**config.mk**
```make
export PLATFORM = sky130hd
export DESIGN_NAME = divClkBank
export DESIGN_NICKNAME = d
export VERILOG_FILES = /design/src/rtl/divbank_pkg.sv /design/src/rtl/divRegFile.sv /design/src/rtl/divCtrl.sv /design/src/rtl/divDatapath.sv /design/src/rtl/divClkBank.sv
export SDC_FILE = /design/constraint.sdc
export NUM_CORES = 1
export LEC_CHECK = 0
export ABC_AREA = 1
export BUFFER_PORTS_ARGS = -buffer_cell sky130_fd_sc_hd__buf_4
export CAP_MARGIN = 20
export CORE_MARGIN = 5
export CORE_UTILIZATION = 58
export CTS_BUF_LIST = sky130_fd_sc_hd__clkbuf_4 sky130_fd_sc_hd__clkbuf_8
export CTS_CLUSTER_SIZE = 8
export DETAILED_ROUTE_END_ITERATION = 7
export PLACE_DENSITY = 0.79
export REMOVE_ABC_BUFFERS = 1
export SKIP_LAST_GASP = 1
export SYNTH_ARGS = -nofsm -noshare
export SYNTH_HDL_FRONTEND = slang
export SYNTH_SLANG_ARGS = --single-unit
```
**constraint.sdc**
```tcl
create_clock -name clk -period 3.1 [get_ports clk]
set_input_delay 0 -clock clk [delete_from_list [all_inputs] [get_ports clk]]
set_output_delay 0 -clock clk [all_outputs]
set_load 0.005 [all_outputs]
```
**src/rtl/divbank_pkg.sv**
```systemverilog
package divbank_pkg;

  // Strobes from the control half to the datapath half
  typedef struct packed {
    logic start;
    logic stop;
  } gateStb_t;

  // Divide ratio selected by a 3-bit code; code 0 behaves as code 1
  function automatic int unsigned ratioOf(input logic [2:0] code);
    if (code == 3'd0) return 32'd1;
    return 32'd1 << (int'(code) - 1);
  endfunction

  localparam int unsigned MAX_RATIO = 64;

endpackage

```
**src/rtl/divRegFile.sv**
```systemverilog
module divRegFile #(
  parameter int NUM_DIV = 2,
  parameter int ADDR_W  = 9
) (
  input  logic                      clk,
  input  logic                      rst,
  input  logic                      wrEn,
  input  logic [ADDR_W-1:0]         addr,
  input  logic [7:0]                wrData,
  output logic [7:0]                rdData,
  output logic [NUM_DIV-1:0][2:0]   factorCode,
  output logic [NUM_DIV-1:0]        enBit
);

  localparam logic [7:0] FACTOR_OFS = 8'h43;
  localparam logic [7:0] ENABLE_OFS = 8'h46;

  int          instIdx;
  logic [7:0]  ofs;
  logic        unusedWrData;

  assign instIdx      = int'(addr >> 8);
  assign ofs          = addr[7:0];
  assign unusedWrData = ^wrData[6:3];

  always_ff @(posedge clk) begin
    if (rst) begin
      factorCode <= '0;
      enBit      <= '0;
    end else if (wrEn) begin
      for (int i = 0; i < NUM_DIV; i++) begin
        if (instIdx == i) begin
          if (ofs == FACTOR_OFS) factorCode[i] <= wrData[2:0];
          if (ofs == ENABLE_OFS) enBit[i]      <= wrData[7];
        end
      end
    end
  end

  always_comb begin
    rdData = '0;
    for (int i = 0; i < NUM_DIV; i++) begin
      if (instIdx == i) begin
        if (ofs == FACTOR_OFS)      rdData = {5'b0, factorCode[i]};
        else if (ofs == ENABLE_OFS) rdData = {enBit[i], 7'b0};
      end
    end
  end

endmodule

```
**src/rtl/divCtrl.sv**
```systemverilog
module divCtrl
  import divbank_pkg::*;
#(
  parameter int CNT_W = 8
) (
  input  logic        clk,
  input  logic        rst,
  input  logic        enReq,
  input  logic [2:0]  factorCode,
  output logic        busy,
  output logic        outOn,
  output logic [2:0]  heldCode,
  output gateStb_t    stb
);

  logic [CNT_W-1:0] settleCnt;
  logic [CNT_W-1:0] settleLen;
  logic             wantChange;

  assign wantChange = (enReq != outOn) && !busy;
  assign stb.start  = wantChange && enReq;
  assign stb.stop   = wantChange && !enReq;

  // Turn-on uses the stored code; turn-off uses the ratio in use
  assign settleLen = enReq ? CNT_W'(2 + 3 * ratioOf(factorCode))
                           : CNT_W'(3 * ratioOf(heldCode));

  always_ff @(posedge clk) begin
    if (rst) begin
      outOn     <= 1'b0;
      busy      <= 1'b0;
      settleCnt <= '0;
      heldCode  <= '0;
    end else if (wantChange) begin
      outOn     <= enReq;
      busy      <= 1'b1;
      settleCnt <= settleLen - 1'b1;
      if (enReq) heldCode <= factorCode;
    end else if (busy) begin
      if (settleCnt == '0) busy <= 1'b0;
      else                 settleCnt <= settleCnt - 1'b1;
    end
  end

  AST_BUSY_ON_CHANGE: assert property (@(posedge clk) disable iff (rst)
    ((enReq != outOn) && !busy) |=> busy);

  AST_CODE_HELD: assert property (@(posedge clk) disable iff (rst)
    (outOn && $past(outOn)) |-> $stable(heldCode));

endmodule

```
**src/rtl/divDatapath.sv**
```systemverilog
module divDatapath
  import divbank_pkg::*;
#(
  parameter int HALF_W = 6
) (
  input  logic        clk,
  input  logic        rst,
  input  gateStb_t    stb,
  input  logic [2:0]  code,
  output logic        divOut,
  output logic        running
);

  logic              ratio1;
  logic [HALF_W-1:0] halfM1;
  logic [HALF_W-1:0] cnt;
  logic              phase;
  logic              stopPend;
  logic              gateLo;
  logic              toggleNow;
  logic              nextPhase;
  logic              stopping;

  assign ratio1    = (code <= 3'd1);
  assign halfM1    = ratio1 ? '0 : HALF_W'(ratioOf(code) / 2 - 1);
  assign toggleNow = running && !ratio1 && (cnt == halfM1);
  assign nextPhase = toggleNow ? ~phase : phase;
  assign stopping  = stb.stop || stopPend;

  always_ff @(posedge clk) begin
    if (rst) begin
      running  <= 1'b0;
      cnt      <= '0;
      phase    <= 1'b0;
      stopPend <= 1'b0;
    end else if (stb.start) begin
      running  <= 1'b1;
      cnt      <= '0;
      phase    <= 1'b0;
      stopPend <= 1'b0;
    end else if (running) begin
      if (ratio1) begin
        if (stopping) begin
          running  <= 1'b0;
          stopPend <= 1'b0;
        end
      end else if (stopping && !nextPhase) begin
        running  <= 1'b0;
        phase    <= 1'b0;
        cnt      <= '0;
        stopPend <= 1'b0;
      end else begin
        phase    <= nextPhase;
        cnt      <= toggleNow ? '0 : cnt + 1'b1;
        stopPend <= stopping;
      end
    end
  end

  // Gate for the pass-through path changes only while the reference is low
  always_ff @(negedge clk) begin
    if (rst) gateLo <= 1'b0;
    else     gateLo <= running && ratio1;
  end

  assign divOut = ratio1 ? (clk & gateLo) : phase;

  AST_START_LOW: assert property (@(posedge clk) disable iff (rst)
    stb.start |=> !phase);

  AST_IDLE_LOW: assert property (@(posedge clk) disable iff (rst)
    !running |-> (!phase && !gateLo));

endmodule

```
**src/rtl/divClkBank.sv**
```systemverilog
module divClkBank
  import divbank_pkg::*;
#(
  parameter int NUM_DIV = 2,
  parameter int ADDR_W  = 8 + $clog2(NUM_DIV)
) (
  input  logic               clk,
  input  logic               rst,
  input  logic               regWrEn,
  input  logic [ADDR_W-1:0]  regAddr,
  input  logic [7:0]         regWrData,
  output logic [7:0]         regRdData,
  output logic [NUM_DIV-1:0] divClkOut,
  output logic [NUM_DIV-1:0] divBusy
);

  localparam int CNT_W  = $clog2(2 + 3 * MAX_RATIO + 1);
  localparam int HALF_W = $clog2(MAX_RATIO);

  logic [NUM_DIV-1:0][2:0] factorCode;
  logic [NUM_DIV-1:0]      enBit;

  divRegFile #(.NUM_DIV(NUM_DIV), .ADDR_W(ADDR_W)) u_regs (
    .clk        (clk),
    .rst        (rst),
    .wrEn       (regWrEn),
    .addr       (regAddr),
    .wrData     (regWrData),
    .rdData     (regRdData),
    .factorCode (factorCode),
    .enBit      (enBit)
  );

  for (genvar g = 0; g < NUM_DIV; g++) begin : g_div
    gateStb_t   stb;
    logic       outOn;
    logic       running;
    logic [2:0] heldCode;

    divCtrl #(.CNT_W(CNT_W)) u_ctrl (
      .clk        (clk),
      .rst        (rst),
      .enReq      (enBit[g]),
      .factorCode (factorCode[g]),
      .busy       (divBusy[g]),
      .outOn      (outOn),
      .heldCode   (heldCode),
      .stb        (stb)
    );

    divDatapath #(.HALF_W(HALF_W)) u_dp (
      .clk     (clk),
      .rst     (rst),
      .stb     (stb),
      .code    (heldCode),
      .divOut  (divClkOut[g]),
      .running (running)
    );

    AST_OFF_AFTER_SETTLE: assert property (@(posedge clk) disable iff (rst)
      ($fell(divBusy[g]) && !outOn) |-> !running);
  end

endmodule

```
==> flow_results.org, run 1 <==
** Synthesis
- Among all flip-flop cells after synthesis, the most frequent one is sky130_fd_sc_hd__dfxtp_1.
- Summing every instance area after synthesis gives 5562 um^2.
- In this run, synthesis inferred 0 flip-flops with an integrated enable.
- The number of different library cells used by synthesis comes to 53.
- Share of async-settable or async-resettable flops after synthesis :: 0%
- Synthesis produced a netlist whose cell count is 857.
- Average instance area after synthesis :: 6.490 um^2
- Register bit count reported by yosys :: 54
- The share of the Yosys chip area taken by registers is 19.44%.
- Yosys Warn Count :: 0

** STA
- The worst path uses 103.1% of the clock period.
- Peak clock frequency supported by timing :: 312.9 MHz
- In the post-route analysis, the smallest setup slack over all paths is -0.09622 ns.
- The routed design could run at a clock period as short as 3.196 ns.
- Final total negative setup slack :: -0.1706 ns
- Actual transition at the worst max-transition pin :: 0.6708 ns
- Setup violations remaining at the end of the flow were counted as 4.
- Slew Limit Fails :: 0
- Headroom to the max-slew limit :: 55.23%
- The final count of hold timing violations came to 0.
- Final Skew :: 0.06233 ns
- Min Hold Slack :: 0.01752 ns
- Setup repair after global routing could not meet its margin everywhere.

** Floorplan
- The floorplan step defined a die boundary enclosing 11650 um^2.
- Height of the die :: 107.9 um
- Core footprint :: 9284 um^2
- From left edge to right edge, the die measures 107.9 um.
- Once the floorplan was initialized, standard cells occupied 59.91% of the core.
- For this design the top-level I/O count stands at 32.
- The initialized floorplan defines 35 standard-cell rows.

** Routing
- After detailed routing, the average wire length per cell comes to 14.05 um.
- Dividing the detail-routed via count by the number of cells gives 5.442.
- Final antenna-violating net count :: 0
- After the first detailed-routing iteration, the DRC count stood at 328.
- DRC viols :: 0
- Wires add up to 15020 um.
- Before antenna repair, the detailed router went through 5 iterations.
- Routed vias :: 5818

** Pwr
- The analysis attributes to cell leakage a power of 0.003403 uW.
- Overall power consumption after layout is estimated at 2237 uW.
- Max rail drop VDD :: 0.4587 mV
- In this run the power density over the cells is 325.6 nW/um^2.

** Global routing
- Entering global routing, the biggest net connects 22 pins.
- The number of antenna violations at the first check in global routing came to 1.
- Via count of the first global-routing pass :: 5566
- Global routing finished with a remaining overflow of 0.
- GRT Resource Usage Total :: 24.61%
- The first global-routing pass estimated 23710 um of wire.

** Clock network
- Clock tree from TritonCTS :: done
- After clock tree synthesis, the clock-pin slew on the worst setup and hold paths is 0.11 ns.
- Worst skew pair latency :: 0.48 ns

** Critical path
- Crit start category :: flip-flop
- Worst-path fanout max :: 3
- STA classifies the critical path endpoint as a flip-flop.
- The critical path is of the flip-flop to flip-flop type.
- Data arrives at the worst endpoint at 3.53 ns.
- For the worst setup path, the data required time is 3.43 ns.

** Placed design
- Placer congestion estimate :: 0.9440
- Post-Place Setup Slack :: -0.2251 ns
- Hpwl dp :: 10580 um
- I/O Buffers :: 23

** Min path
- The path class of the tightest hold or removal check is primary input to flip-flop.

** Run status
- Violations in the final reports :: setup timing
- The flow ran to the end, but the final reports show violations.

** Final layout
- Area Overhead vs Synth :: 23.53%
- Filler cell count in the final layout :: 710
- At the end of the flow, the number of nets in the layout was 1023.
- Fraction of final layout cells sized beyond drive strength 1 :: 25.13%

** Flow run
- Max-cap violations :: 0
==> metal layers <==
layer	GRT usage (%)	vias up	wire length, um	share of wire (%)
li1	-	2921	-	-
met2	44.94	174	7641	51
met3	3.959	32	749	5.0
met4	9.378	0	347	2.3
met5	0	-	0	0
met1	28.67	2691	6276	42
==> synth_stat cells (4+ instances only) <==
cell type / instances / share of area [%]
sky130_fd_sc_hd__nand2_1: 175 / 12
sky130_fd_sc_hd__inv_1: 138 / 9.3
sky130_fd_sc_hd__nor2_1: 89 / 6.0
sky130_fd_sc_hd__nand3_1: 76 / 6.8
sky130_fd_sc_hd__ha_1: 62 / 14
sky130_fd_sc_hd__dfxtp_1: 54 / 19
sky130_fd_sc_hd__a21oi_1: 48 / 4.3
sky130_fd_sc_hd__o21ai_0: 34 / 3.1
sky130_fd_sc_hd__nand4_1: 16 / 1.8
sky130_fd_sc_hd__nor3_1: 14 / 1.3
sky130_fd_sc_hd__inv_2: 13 / 0.88
sky130_fd_sc_hd__xor2_1: 11 / 1.7
sky130_fd_sc_hd__nand2_2: 10 / 1.1
sky130_fd_sc_hd__xnor2_1: 9 / 1.4
sky130_fd_sc_hd__a211oi_1: 8 / 1.1
sky130_fd_sc_hd__buf_4: 8 / 1.1
sky130_fd_sc_hd__nand3_2: 8 / 1.4
sky130_fd_sc_hd__o21ai_1: 7 / 0.63
sky130_fd_sc_hd__clkbuf_1: 6 / 0.40
sky130_fd_sc_hd__nand3b_1: 6 / 0.81
sky130_fd_sc_hd__nor2_2: 5 / 0.56
sky130_fd_sc_hd__o211ai_1: 5 / 0.67
sky130_fd_sc_hd__or2_2: 5 / 0.56
sky130_fd_sc_hd__fa_1: 4 / 1.4
sky130_fd_sc_hd__nand2_4: 4 / 0.81
sky130_fd_sc_hd__nor2_4: 4 / 0.81
==> metrics by stage <==
| stage | cells | util, % | area (um^2) |
|---|---|---|---|
| floorplan | 842 | - | 5451 |
| global placement | 1036 | 65.71 | 6101 |
| detailed placement | 1036 | 65.71 | 6101 |
| CTS | 1063 | 70.62 | 6556 |
| global route | 1069 | 74.00 | 6870 |
| finish | 1069 | 74.00 | 6870 |
==> report_power, final <==
part	switching (uW)	internal [uW]	total, uW
logic	506	342	848
registers	45.5	744	790
clock network	292	308	599
total	843	1390	2240
==> state kept, by name, summed over array words and instances, names as in the netlist <==
signal / cells
g_div.u_ctrl.settleCnt: 16
g_div.u_dp.cnt: 12
g_div.u_ctrl.heldCode: 6
u_regs.factorCode: 6
g_div.u_ctrl.busy: 2
g_div.u_ctrl.outOn: 2
g_div.u_dp.gateLo: 2
g_div.u_dp.phase: 2
g_div.u_dp.running: 2
g_div.u_dp.stopPend: 2
u_regs.enBit: 2
==> cell usage in the layout (no fill, tap or decap), types with 7 or more instances in the layout <==
master                          count
sky130_fd_sc_hd__ha_1              42
sky130_fd_sc_hd__xnor2_1            7
sky130_fd_sc_hd__nand4_1           16
sky130_fd_sc_hd__dlygate4sd3_1     10
sky130_fd_sc_hd__nor2_1            79
sky130_fd_sc_hd__clkbuf_8          10
sky130_fd_sc_hd__buf_4             72
sky130_fd_sc_hd__nor3_1            11
sky130_fd_sc_hd__o21ai_1            8
sky130_fd_sc_hd__xor2_1            11
sky130_fd_sc_hd__nand2_1          164
sky130_fd_sc_hd__o21ai_0           32
sky130_fd_sc_hd__dfxtp_1           48
sky130_fd_sc_hd__inv_1            125
sky130_fd_sc_hd__nand3_1           67
sky130_fd_sc_hd__a211oi_1           8
sky130_fd_sc_hd__ha_4              17
sky130_fd_sc_hd__nor2_2            12
sky130_fd_sc_hd__nand3_2           17
sky130_fd_sc_hd__inv_2             27
sky130_fd_sc_hd__a21oi_1           45
sky130_fd_sc_hd__nand2_2           21
sky130_fd_sc_hd__nor2_4             7
==> worst max-delay path, stage by stage (launching register included) <==
cell,delay [ns]
sky130_fd_sc_hd__dfxtp_2,0.36
sky130_fd_sc_hd__inv_2,0.06
sky130_fd_sc_hd__ha_4,0.17
sky130_fd_sc_hd__ha_4,0.26
sky130_fd_sc_hd__inv_2,0.03
sky130_fd_sc_hd__nor2_2,0.11
sky130_fd_sc_hd__inv_2,0.07
sky130_fd_sc_hd__nor3_4,0.20
sky130_fd_sc_hd__ha_1,0.28
sky130_fd_sc_hd__ha_4,0.18
sky130_fd_sc_hd__fa_2,0.37
sky130_fd_sc_hd__xor2_1,0.17
sky130_fd_sc_hd__a22oi_2,0.22
sky130_fd_sc_hd__o21ai_4,0.13
sky130_fd_sc_hd__nor2_4,0.12
sky130_fd_sc_hd__nand2_1,0.08
sky130_fd_sc_hd__nand3_2,0.07
sky130_fd_sc_hd__nand3_2,0.07
sky130_fd_sc_hd__o211ai_1,0.09
sky130_fd_sc_hd__inv_1,0.06
==> area by class of cell <==
cell class | count | area, um^2 | area share [%]
Tap cell | 129 | 161.4 | 2.349
Clock buffer | 13 | 160.2 | 2.331
Timing Repair Buffer | 81 | 636.9 | 9.270
Clock inverter | 4 | 20.02 | 0.2914
Antenna cell | 1 | 2.502 | 0.03642
Multi-Input combinational cell | 634 | 4219 | 61.41
Sequential cell | 54 | 1089 | 15.84
Inverter | 153 | 581.8 | 8.468
==> path summary, 6_finish.rpt <==
path                                  startpoint                                   endpoint  slack [ns]  cells past startpoint
max            u_regs.factorCode[1]$_SDFFE_PP0P_  g_div[0].u_ctrl.settleCnt[6]$_SDFFE_PP0P_        -0.1                     19
min                                   regAddr[8]               u_regs.enBit[1]$_SDFFE_PP0P_        0.02                      4
max reg2reg    u_regs.factorCode[1]$_SDFFE_PP0P_  g_div[0].u_ctrl.settleCnt[6]$_SDFFE_PP0P_        -0.1                     19
min reg2reg  g_div[0].u_dp.stopPend$_SDFFE_PP0P_        g_div[0].u_dp.stopPend$_SDFFE_PP0P_        0.47                      2
==> logic make-up after synthesis <==
group                    share of synthesized area, %
AO/OA/AOI/OAI                                   12.87
XOR/XNOR                                        3.150
adder cells (fa/ha/maj)                         15.39
buffers and inverters                           12.67
flip-flops                                      19.44
other                                         0.06743
AND/OR/NAND/NOR                                 36.42
==> what timing repair did <==
item | CTS | global route
setup buffers | 3 | 5
gates cloned | 0 | 0
endpoints found under the setup margin | 8 | 23
resized for setup | 38 | 64
hold buffers | 10 | 0
pin swaps | 16 | 32
hold endpoints to repair | 15 | 0
Note: power is estimated with default switching activity, not from simulation.
==> inputs of run 2 (changes only) <==
--- a/config.mk
+++ b/config.mk
@@ -5,15 +5,17 @@
 export SDC_FILE = /design/constraint.sdc
 export NUM_CORES = 1
 export LEC_CHECK = 0
-export ABC_AREA = 1
+export ABC_AREA = 0
 export BUFFER_PORTS_ARGS = -buffer_cell sky130_fd_sc_hd__buf_4
 export CAP_MARGIN = 20
+export CELL_PAD_IN_SITES_DETAIL_PLACEMENT = 0
+export CELL_PAD_IN_SITES_GLOBAL_PLACEMENT = 1
 export CORE_MARGIN = 5
-export CORE_UTILIZATION = 58
+export CORE_UTILIZATION = 43
 export CTS_BUF_LIST = sky130_fd_sc_hd__clkbuf_4 sky130_fd_sc_hd__clkbuf_8
 export CTS_CLUSTER_SIZE = 8
 export DETAILED_ROUTE_END_ITERATION = 7
-export PLACE_DENSITY = 0.79
+export PLACE_DENSITY_LB_ADDON = 0.1
 export REMOVE_ABC_BUFFERS = 1
 export SKIP_LAST_GASP = 1
 export SYNTH_ARGS = -nofsm -noshare
==> run 2 against run 1 <==
Net effect: the flow still finishes with violations (setup timing); register-to-register slack worse by 0.10 ns; clock skew is 0.0073 ns higher; clock power is 12% higher; sequential share of layout area is 2.1 points lower; critical endpoint is now g_div[0].u_ctrl.settleCnt[7]$_SDFFE_PP0P_; largest power group is now sequential cells.
==> flow_results.org, run 2 <==
** STA
- Peak clock frequency supported by timing :: 303.3 MHz (was 312.9 MHz)
- The remaining max-slew budget at the tightest pin was 46.37% (was 55.23%).
- The clock period minus worst slack is 3.297 ns (was 3.196 ns).
- Final total negative setup slack :: -0.8038 ns (was -0.1706 ns)
- The count of pins over their slew limit is 0 (unchanged).
- The final count of hold timing violations was 0 (unchanged).
- Actual transition at the worst max-transition pin :: 0.8033 ns (was 0.6708 ns)
- Unrepaired setup endpoints after global routing: true (unchanged).
- Final period utilization :: 106.4% (was 103.1%)
- The post-layout worst setup margin was -0.1973 ns (was -0.09622 ns).
- Final Skew :: 0.06958 ns (was 0.06233 ns)
- The setup violation total in the final timing report came to 7 (was 4).

** Flow run
- Max-cap violations :: 0 (unchanged)

** Global routing
- Overall overflow remaining after global route :: 0 (unchanged)
- GR Layer Usage met2 :: 37.85% (was 44.94%)
- Pin count of the biggest net entering global routing :: 27 (was 22)
- Number of antenna violations at the first check in global routing :: 0 (was 1)
- Via count of the first global-routing pass :: 5912 (was 5566)
- The global-route track usage on met1 was 26.32% (was 28.67%).
- Wire length of the first global-routing pass :: 26720 um (was 23710 um)
- The most utilized layer in the global route result is met2 (unchanged).
- The global-route track usage on met3 is 3.431% (was 3.959%).
- GRT Resource Usage Total :: 21.33% (was 24.61%)

** Pwr
- Power density over cell area :: 182.1 nW/um^2 (was 325.6 nW/um^2)
- The worst voltage drop across the vdd grid was 0.1877 mV (was 0.4587 mV).
- The combinational group share of total power came to 5.0% (was 37.9%).
- The relative contribution of sequential cells to total power was 48.5% (was 35.3%).
- The reported net switching power came to 339.2 uW (was 843.1 uW).
- Switching Fraction :: 23.53% (was 37.69%)
- The standby leakage power is 0.003338 uW (was 0.003403 uW).
- The internal power is 1102 uW (was 1394 uW).
- Part of the total power dissipated in the clock network :: 46.5% (was 26.8%)

** Clock network
- The CTS clock-pin slew for the worst setup and hold paths is 0.11 ns (about the same).
- The clock network latency to the later pin of the worst-skew pair came to 0.49 ns (was 0.48 ns).
- Clock tree from TritonCTS :: done (unchanged)

** Synthesis
- Count of different cell masters after synthesis :: 76 (was 53)
- The leading area contributor after synthesis is sky130_fd_sc_hd__dfxtp_1 (unchanged).
- Yosys Warn Count :: 0 (unchanged)
- Cell count after synthesis :: 733 (was 857)
- The average instance area after synthesis was 7.565 um^2 (was 6.490 um^2).
- The most used flip-flop cell after synthesis is sky130_fd_sc_hd__dfxtp_1 (unchanged).
- The sequential share of the synthesized area came to 19.49% (was 19.44%).
- Area share of the leading cell type in the synthesized netlist :: 19.49% (was 19.44%)
- Cell types occupying the most area after synthesis :: sky130_fd_sc_hd__dfxtp_1, sky130_fd_sc_hd__ha_1, sky130_fd_sc_hd__nor2_1 (was sky130_fd_sc_hd__dfxtp_1, sky130_fd_sc_hd__ha_1, sky130_fd_sc_hd__nand2_1)
- Commonest cells post-synth :: sky130_fd_sc_hd__nor2_1, sky130_fd_sc_hd__nand2_1, sky130_fd_sc_hd__ha_1 (was sky130_fd_sc_hd__nand2_1, sky130_fd_sc_hd__inv_1, sky130_fd_sc_hd__nor2_1)
- Share of async-settable or async-resettable flops after synthesis :: 0% (unchanged)
- Register bit count reported by yosys :: 54 (unchanged)
- The count of flip-flops with a built-in enable after synthesis was 0 (unchanged).
- Library cell with the highest instance count after synthesis :: sky130_fd_sc_hd__nor2_1 (was sky130_fd_sc_hd__nand2_1)
- The netlist area before placement was 5545 um^2 (was 5562 um^2).

** Critical path
- The endpoint of the most critical register-to-register path is g_div[0].u_ctrl.settleCnt[7]$_SDFFE_PP0P_ (was g_div[0].u_ctrl.settleCnt[6]$_SDFFE_PP0P_).
- The count of buffering cells on the critical path with inverters included is 2 (was 4).
- Crit start category :: flip-flop (unchanged)
- Category of the most critical setup path :: flip-flop to flip-flop (unchanged)
- The setup slack of the worst register-to-register path came to -0.20 ns (was -0.1 ns).
- Critical-path top delay cell :: sky130_fd_sc_hd__or3b_1 (was sky130_fd_sc_hd__fa_2)
- The most numerous cell type found on the critical path is sky130_fd_sc_hd__ha_4.
- Endpoint kind of the worst setup timing path :: flip-flop (unchanged)
- Startpoint of the worst-slack reg-to-reg timing path :: u_regs.factorCode[0]$_SDFFE_PP0P_ (was u_regs.factorCode[1]$_SDFFE_PP0P_)
- The worst reg2reg path depth is 16 (was 19).
- The data required time of the critical path came to 3.46 ns (was 3.43 ns).
- Worst-path fanout max :: 3 (unchanged)
- Peak per-stage delay on the critical path :: 0.41 ns (was 0.37 ns)
- Top cell family by delay on the critical path :: simple AND/OR/NAND/NOR gates (was adder cells)
- CP cell instances :: inv_2, ha_4, ha_4, or2_4, nor2_4, and2_4, ha_1, ha_4, or2_4, a31oi_2, buf_4, o211ai_1, o221ai_1, or3b_1, mux2_2, o21ai_1 (was inv_2, ha_4, ha_4, inv_2, nor2_2, inv_2, nor3_4, ha_1, ha_4, fa_2, xor2_1, a22oi_2, o21ai_4, nor2_4, nand2_1, nand3_2, nand3_2, o211ai_1, inv_1)
- Arrival time worst endpoint :: 3.66 ns (was 3.53 ns)

** Placed design
- Post-Place Setup Slack :: -0.5087 ns (was -0.2251 ns)
- The last weighted congestion value of the routability-driven placer came to 0.9077 (was 0.9440).
- The number of buffer cells added on primary ports is 23 (unchanged).
- The HPWL reported at the end of detailed placement came to 11690 um (was 10580 um).

** Floorplan
- The die area was 15270 um^2 (was 11650 um^2).
- The initial standard-cell utilization of the core came to 43.94% (was 59.91%).
- Number of cell rows :: 41 (was 35)
- The placeable core region is 12620 um^2 (was 9284 um^2).
- The count of pins on the block boundary is 32 (unchanged).
- The horizontal die dimension came to 123.6 um (was 107.9 um).
- Height of the die :: 123.6 um (was 107.9 um)

** Final layout
- Area used by multi-input combinational logic :: 4937 um^2 (was 4219 um^2)
- The sequential standard cell area is 1091 um^2 (was 1089 um^2).
- The fraction of final layout cells sized beyond drive strength 1 is 36.65% (was 25.13%).
- The filler cell count in the final layout was 1138 (was 710).
- The largest register by flop count is g_div.u_ctrl.settleCnt (unchanged).
- The layout-stage area growth over the synthesis result came to 42.76% (was 23.53%).
- Post-layout nets :: 968 (was 1023)
- Most common cell after layout, fill and taps aside :: sky130_fd_sc_hd__buf_4 (was sky130_fd_sc_hd__nand2_1)
- Regs by FF count: g_div.u_ctrl.settleCnt (16), g_div.u_dp.cnt (12) (unchanged).
- Commonest non-fill, non-tap cells in the layout: sky130_fd_sc_hd__buf_4, sky130_fd_sc_hd__nor2_1, sky130_fd_sc_hd__nand2_1, sky130_fd_sc_hd__dfxtp_1, sky130_fd_sc_hd__inv_1 (was sky130_fd_sc_hd__nand2_1, sky130_fd_sc_hd__inv_1, sky130_fd_sc_hd__nor2_1, sky130_fd_sc_hd__buf_4, sky130_fd_sc_hd__nand3_1).
- The flip-flop count of the largest register after layout is 16 (unchanged).
- The number of inserted diodes is 0 (was 1).

** Routing
- DRC viols :: 0 (unchanged)
- The number of iterations in the first detailed-routing pass came to 5 (unchanged).
- Vias per cell :: 5.536 (was 5.442)
- The detailed-route via count came to 5846 (was 5818).
- Wire length per cell :: 15.26 um (was 14.05 um)
- Initial detailed-routing violation count :: 341 (was 328)
- The total length of routed wires is 16110 um (was 15020 um).
- Final antenna-violating net count :: 0 (unchanged)

** Run status
- Run status :: finished with violations (unchanged)
- Violations in the final reports :: setup timing (unchanged)

** Min path
- Hold Path Depth :: 4 (unchanged)
- The sink of the worst hold path was u_regs.enBit[1]$_SDFFE_PP0P_ (unchanged).
- Source of the worst hold timing path :: regWrEn (was regAddr[8])
- The type of the tightest min-delay check is primary input to flip-flop (unchanged).
==> run 2: area by class of cell <==
cell class	count	area share, %
tap	172	2.719
clock inverter	5	0.6322
multi-input combinational	599	62.37
clock buffer	12	1.849
sequential	54	13.78
timing repair buffer	166	16.34
inverter	48	2.308
==> run 2: worst max path at each step <==
stage                                 startpoint                                   endpoint  cells past startpoint
3_5_place_dp   u_regs.factorCode[0]$_SDFFE_PP0P_  g_div[0].u_ctrl.settleCnt[7]$_SDFFE_PP0P_                     15
4_1_cts        u_regs.factorCode[3]$_SDFFE_PP0P_  g_div[1].u_ctrl.settleCnt[7]$_SDFFE_PP0P_                     19
6_report       u_regs.factorCode[0]$_SDFFE_PP0P_  g_div[0].u_ctrl.settleCnt[7]$_SDFFE_PP0P_                     16
3_3_place_gp   u_regs.factorCode[0]$_SDFFE_PP0P_  g_div[0].u_ctrl.settleCnt[7]$_SDFFE_PP0P_                     15
5_1_grt        u_regs.factorCode[0]$_SDFFE_PP0P_  g_div[0].u_ctrl.settleCnt[7]$_SDFFE_PP0P_                     14
2_1_floorplan  u_regs.factorCode[0]$_SDFFE_PP0P_  g_div[0].u_ctrl.settleCnt[7]$_SDFFE_PP0P_                     15
==> run 2: layer usage <==
metal / vias up / part of all wire, %
li1: 2920 / -
met4: 0 / 2.1
met3: 29 / 3.2
met2: 113 / 51
met1: 2784 / 43
met5: - / 0
==> run 2: power groups by stage <==
stage / sequential (uW) / clock (uW) / combinational (uW)
CTS: 699 / 688 / 70.9
global placement: 715 / 6.42 / 60.7
detailed placement: 715 / 6.42 / 62.4
finish: 699 / 670 / 72.1
floorplan: 714 / 6.40 / 27.0
global route: 700 / 730 / 79.0
==> run 2: what timing repair did <==
item                       in CTS  in global routing
buffers inserted                6                  6
resized for setup              95                 79
hold endpoints to repair       19                  0
pin swaps                      38                 39
hold buffers                   10                  0
setup endpoints to repair      13                 20
==> run 2: logic make-up (layout without fill, tap and decap cells) <==
kind of cell / after synthesis / after routing / share of synthesized area, %
xor gates and xnor gates: 33 / 33 / 5.460
other: 1 / 4 / 0.06762
adders and majority gates: 66 / 66 / 15.43
buffers and inverters: 83 / 231 / 6.295
AOI/OAI and AO/OA: 174 / 174 / 21.25
muxes: 17 / 17 / 3.091
and+or+nand+nor: 305 / 305 / 28.90
DFF: 54 / 54 / 19.49
==> run 2: worst reg2reg max path, cell delays in order, from the launching register on <==
cell and delay, ns:
sky130_fd_sc_hd__dfxtp_2 0.35, sky130_fd_sc_hd__inv_2 0.05, sky130_fd_sc_hd__ha_4 0.16, sky130_fd_sc_hd__ha_4 0.23
sky130_fd_sc_hd__or2_4 0.25, sky130_fd_sc_hd__nor2_4 0.11, sky130_fd_sc_hd__and2_4 0.14, sky130_fd_sc_hd__ha_1 0.24
sky130_fd_sc_hd__ha_4 0.28, sky130_fd_sc_hd__or2_4 0.12, sky130_fd_sc_hd__a31oi_2 0.09, sky130_fd_sc_hd__buf_4 0.14
sky130_fd_sc_hd__o211ai_1 0.18, sky130_fd_sc_hd__o221ai_1 0.16, sky130_fd_sc_hd__or3b_1 0.41, sky130_fd_sc_hd__mux2_2 0.27
sky130_fd_sc_hd__o21ai_1 0.07
==> run 2: metrics by stage <==
step	cell area (um^2)	total power, uW	instances	utilization [%]	hold WS [ns]
4_1_cts	7467	1458	1050	59.17	0.005787
2_1_floorplan	5391	747.7	702	-	0.06907
5_1_grt	7916	1509	1056	62.73	0.04086
3_3_place_gp	6703	782.3	1020	53.11	0.1956
6_report	7916	1441	1056	62.73	0.01607
3_5_place_dp	6703	783.9	1020	53.11	0.1956
==> inputs of run 3 (changes only) <==
--- a/config.mk
+++ b/config.mk
@@ -11,13 +11,15 @@
 export CELL_PAD_IN_SITES_DETAIL_PLACEMENT = 0
 export CELL_PAD_IN_SITES_GLOBAL_PLACEMENT = 1
 export CORE_MARGIN = 5
-export CORE_UTILIZATION = 43
+export CORE_UTILIZATION = 44
 export CTS_BUF_LIST = sky130_fd_sc_hd__clkbuf_4 sky130_fd_sc_hd__clkbuf_8
 export CTS_CLUSTER_SIZE = 8
 export DETAILED_ROUTE_END_ITERATION = 7
+export HOLD_SLACK_MARGIN = 0.1
 export PLACE_DENSITY_LB_ADDON = 0.1
 export REMOVE_ABC_BUFFERS = 1
 export SKIP_LAST_GASP = 1
 export SYNTH_ARGS = -nofsm -noshare
 export SYNTH_HDL_FRONTEND = slang
+export SYNTH_HIERARCHICAL = 1
 export SYNTH_SLANG_ARGS = --single-unit
==> run 3 against run 2 <==
Net effect: the flow now finishes without violations; sequential share of layout area grew 2.4 points; worst setup slack gained 0.27 ns; core utilization shrank 9.3 points; register-to-register slack gained 0.27 ns; sequential power is essentially flat; cell area shrank 15%.
==> flow_results.org, run 3 <==
** Run status
- Run status: finished clean (was finished with violations).

** Critical path
- The stage delay of the slowest cell on the critical path is 0.40 ns (was 0.41 ns).
- The cell family with the largest share of critical-path delay was simple AND/OR/NAND/NOR gates (unchanged).
- The source of the critical timing path is g_div[1].u_ctrl/heldCode[0]$_SDFFE_PP0P_ (was u_regs.factorCode[0]$_SDFFE_PP0P_).
- The largest fanout of any net on the critical path came to 6 (was 3).
- The data arrival time at the worst-slack endpoint is 3.32 ns (was 3.66 ns).
- The kind of critical path is flip-flop to flip-flop (unchanged).
- Capture point of the worst reg-to-reg path :: g_div[1].u_ctrl/settleCnt[7]$_SDFFE_PP0P_ (was g_div[0].u_ctrl.settleCnt[7]$_SDFFE_PP0P_)
- Number of buffer and inverter stages on the critical path :: 2 (unchanged)
- Startpoint of the worst-slack reg-to-reg timing path :: g_div[1].u_ctrl/heldCode[0]$_SDFFE_PP0P_ (was u_regs.factorCode[0]$_SDFFE_PP0P_)
- Req. time, crit path :: 3.39 ns (was 3.46 ns)
- Total stage count of the critical path :: 13 (was 16)
- The cell at the slowest stage of the critical path is sky130_fd_sc_hd__a311oi_4 (was sky130_fd_sc_hd__or3b_1).
- The worst reg2reg path depth is 13 (was 16).
- CP cell instances :: inv_2, ha_4, buf_4, nand3_1, a22oi_2, ha_2, ha_2, nor4_1, mux2_4, a311oi_4, nand4_2, nor4_2, nor4_2 (was inv_2, ha_4, ha_4, or2_4, nor2_4, and2_4, ha_1, ha_4, or2_4, a31oi_2, buf_4, o211ai_1, o221ai_1, or3b_1, mux2_2, o21ai_1)
- The kind of end point of the critical path was a flip-flop (unchanged).
- The setup slack of the worst register-to-register path is 0.08 ns (was -0.20 ns).
- The startpoint kind of the worst setup timing path is a flip-flop (unchanged).

** Routing
- Total detailed-routing wirelength :: 14510 um (was 16110 um)
- DRC viols :: 0 (unchanged)
- The detailed-route via count was 5357 (was 5846).
- Met3 wire len :: 357 um (was 515 um)
- The post-detailed-route via-to-cell ratio is 5.639 (was 5.536).
- Wire length per cell :: 15.28 um (was 15.26 um)
- The number of iterations in the first detailed-routing pass is 5 (unchanged).
- The sum of routed wire segments on met1 is 7009 um (was 6976 um).
- Top routing layer used :: met4 (unchanged)
- Initial detailed-routing violation count :: 259 (was 341)
- Met2 wirelength from detailed routing :: 7018 um (was 8279 um)
- Final antenna-violating net count :: 0 (unchanged)

** Final layout
- The final cell area excluding filler cells came to 6748 um^2 (was 7916 um^2).
- Regs by FF count: g_div.u_ctrl/settleCnt (16), g_div.u_dp/cnt (12) (was g_div.u_ctrl.settleCnt (16), g_div.u_dp.cnt (12)).
- Most common cell after layout, fill and taps aside :: sky130_fd_sc_hd__nor2_1 (was sky130_fd_sc_hd__buf_4)
- Antenna diode count :: 0 (unchanged)
- The fraction of final layout cells sized beyond drive strength 1 came to 22.88% (was 36.65%).
- The number of nets in the layout came to 844 (was 968).
- The layout-stage area growth over the synthesis result came to 19.47% (was 42.76%).
- Register ranked first by flip-flop count :: g_div.u_ctrl/settleCnt (was g_div.u_ctrl.settleCnt)
- Commonest non-fill, non-tap cells in the layout :: sky130_fd_sc_hd__nor2_1, sky130_fd_sc_hd__buf_4, sky130_fd_sc_hd__nand2_1, sky130_fd_sc_hd__dfxtp_1, sky130_fd_sc_hd__a21oi_1 (was sky130_fd_sc_hd__buf_4, sky130_fd_sc_hd__nor2_1, sky130_fd_sc_hd__nand2_1, sky130_fd_sc_hd__dfxtp_1, sky130_fd_sc_hd__inv_1)
- The filler cell count in the final layout came to 1216 (was 1138).
- The flip-flop count of the largest register after layout is 16 (unchanged).

** STA
- Worst-case setup margin in the final layout :: 0.07712 ns (was -0.1973 ns)
- Hold Fails Final Rpt :: 0 (unchanged)
- The clock tree skew after final layout is 0.06692 ns (was 0.06958 ns).
- The clock period minus worst slack is 3.023 ns (was 3.297 ns).
- The post-route clock period utilization is 97.51% (was 106.4%).
- The maximum operating frequency was 330.8 MHz (was 303.3 MHz).
- The count of pins over their slew limit is 0 (unchanged).
- Unrepaired setup endpoints after global routing :: true (unchanged)
- The actual slew at the worst max-slew pin came to 1.053 ns (was 0.8033 ns).
- The remaining max-slew budget at the tightest pin came to 29.49% (was 46.37%).
- The setup violation total in the final timing report is 0 (was 7).

** Global routing
- Wire length of the first global-routing pass :: 24050 um (was 26720 um)
- The number of antenna violations at the first check in global routing was 0 (unchanged).
- GRT Resource Usage Total :: 19.26% (was 21.33%)
- The largest net degree at the start of global routing is 49 (was 27).
- The number of global-route vias before repair was 5104 (was 5912).
- The sum of overflow across all layers after global routing is 0 (unchanged).

** Synthesis
- The async set-or-reset flop fraction in the synthesized netlist came to 0% (unchanged).
- Area share of the leading cell type in the synthesized netlist :: 19.14% (was 19.49%)
- The count of mapped cells out of synthesis was 714 (was 733).
- Library cell with the highest instance count after synthesis :: sky130_fd_sc_hd__nor2_1 (unchanged)
- The netlist area before placement came to 5648 um^2 (was 5545 um^2).
- Top FF cell, synth :: sky130_fd_sc_hd__dfxtp_1 (unchanged)
- Post-synthesis sequential area ratio :: 19.14% (was 19.49%)
- Number of enable flip-flop cells after synthesis :: 0 (unchanged)
- The number of synthesis warnings was 6 (was 0).
- Commonest cells post-synth :: sky130_fd_sc_hd__nor2_1, sky130_fd_sc_hd__dfxtp_1, sky130_fd_sc_hd__ha_1 (was sky130_fd_sc_hd__nor2_1, sky130_fd_sc_hd__nand2_1, sky130_fd_sc_hd__ha_1)
- Register bit count reported by yosys :: 54 (unchanged)
- Cell types occupying the most area after synthesis: sky130_fd_sc_hd__dfxtp_1, sky130_fd_sc_hd__ha_1, sky130_fd_sc_hd__nor2_1 (unchanged).
- Count of different cell masters after synthesis :: 94 (was 76)
- The average instance area after synthesis was 7.910 um^2 (was 7.565 um^2).
- The leading area contributor after synthesis is sky130_fd_sc_hd__dfxtp_1 (unchanged).

** Floorplan
- Number of cell rows :: 41 (unchanged)
- The die height came to 123.3 um (was 123.6 um).
- I/O pin count :: 32 (unchanged)
- Initial Utilization :: 44.76% (was 43.94%)
- The placeable core region is 12620 um^2 (unchanged).
- The horizontal die dimension was 123.3 um (was 123.6 um).
- The die area was 15200 um^2 (was 15270 um^2).

** Placed design
- The HPWL reported at the end of detailed placement was 10600 um (was 11690 um).
- Post-Place Setup Slack :: -0.07257 ns (was -0.5087 ns)
- Post-detailed-placement cell area :: 6170 um^2 (was 6703 um^2)
- The number of buffer cells added on primary ports is 23 (unchanged).
- The last weighted congestion value of the routability-driven placer was 0.8419 (was 0.9077).

** Min path
- Hold Path Depth :: 4 (unchanged)
- Source of the worst hold timing path :: regAddr[4] (was regWrEn)
- The type of the tightest min-delay check is primary input to flip-flop (unchanged).
- End point of the most critical hold path :: u_regs/factorCode[0]$_SDFFE_PP0P_ (was u_regs.enBit[1]$_SDFFE_PP0P_)

** Flow run
- Max-cap violations :: 0 (unchanged)

** Clock network
- The CTS tree is done (unchanged).
- The CTS clock-pin slew for the worst setup and hold paths came to 0.11 ns (about the same).
- The clock network latency to the later pin of the worst-skew pair was 0.48 ns (was 0.49 ns).

** Pwr
- The power density over the cells was 222.4 nW/um^2 (was 182.1 nW/um^2).
- Max rail drop VDD :: 0.1662 mV (was 0.1877 mV)
- Standby leakage power :: 0.002702 uW (was 0.003338 uW)
[run 3: worst reg2reg max path: stages, from the launching register on]
cell and delay [ns]:
sky130_fd_sc_hd__dfxtp_2 0.34, sky130_fd_sc_hd__inv_2 0.12, sky130_fd_sc_hd__ha_4 0.19, sky130_fd_sc_hd__buf_4 0.12, sky130_fd_sc_hd__nand3_1 0.09, sky130_fd_sc_hd__a22oi_2 0.22
sky130_fd_sc_hd__ha_2 0.23, sky130_fd_sc_hd__ha_2 0.21, sky130_fd_sc_hd__nor4_1 0.06, sky130_fd_sc_hd__mux2_4 0.30, sky130_fd_sc_hd__a311oi_4 0.40, sky130_fd_sc_hd__nand4_2 0.20
sky130_fd_sc_hd__nor4_2 0.36, sky130_fd_sc_hd__nor4_2 0.06
[run 3: power breakdown]
part           switching, uW  internal (uW)
combinational           38.6           35.0
clock                    282            447
sequential              3.07            695
[run 3: cell families after synthesis]
kind of cell / synth area share [%]
fa+ha+maj: 10.63
xor+xnor: 4.785
buf+inv: 6.602
compound gates: 21.00
mux: 4.276
flops: 19.14
other cells: 0.1994
simple gates: 33.36
[run 3: per-stage QoR]
stage	setup TNS [ns]	utilization, %	instances	hold WS (ns)	power (uW)
floorplan	-0.1964	-	680	0.06907	750.1
global placement	0	48.89	923	0.2077	783.5
detailed placement	-0.1709	48.89	923	0.2078	785.7
CTS	0	51.90	950	0.1305	1529
global route	-0.1388	53.47	950	0.1428	1565
finish	0	53.47	950	0.1500	1501
[run 3: cell type report]
| type | count | area (um^2) | share of cell area (%) |
|---|---|---|---|
| sequential | 54 | 1090 | 16.15 |
| tap | 172 | 215.2 | 3.189 |
| multi-input combinational | 592 | 4446 | 65.88 |
| inverter | 32 | 120.1 | 1.780 |
| clock buffer | 12 | 146.4 | 2.169 |
| timing repair buffer | 83 | 659.4 | 9.772 |
| clock inverter | 5 | 71.32 | 1.057 |
[run 3: routing by layer]
| metal | global-route usage (%) | vias to the layer above |
|---|---|---|
| li1 | - | 2736 |
| met1 | 26.12 | 2540 |
| met2 | 31.94 | 70 |
| met3 | 2.699 | 11 |
| met4 | 5.398 | 0 |
| met5 | 0 | - |
[run 3: how the worst max path moves through the flow]
stage | end
floorplan | g_div[1].u_ctrl/settleCnt[7]$_SDFFE_PP0P_
global placement | g_div[1].u_ctrl/settleCnt[7]$_SDFFE_PP0P_
detailed placement | g_div[1].u_ctrl/settleCnt[7]$_SDFFE_PP0P_
CTS | g_div[1].u_ctrl/settleCnt[7]$_SDFFE_PP0P_
global route | g_div[1].u_ctrl/settleCnt[7]$_SDFFE_PP0P_
finish | g_div[1].u_ctrl/settleCnt[7]$_SDFFE_PP0P_
[run 3: repair_timing]
action                     4_1_cts  5_1_grt
hold buffers                    13        0
pin swaps                        4       20
buffers inserted                 1        0
resized for setup               10       51
setup endpoints to repair        8       13
cloned                           0        0
hold endpoints to repair        22        0
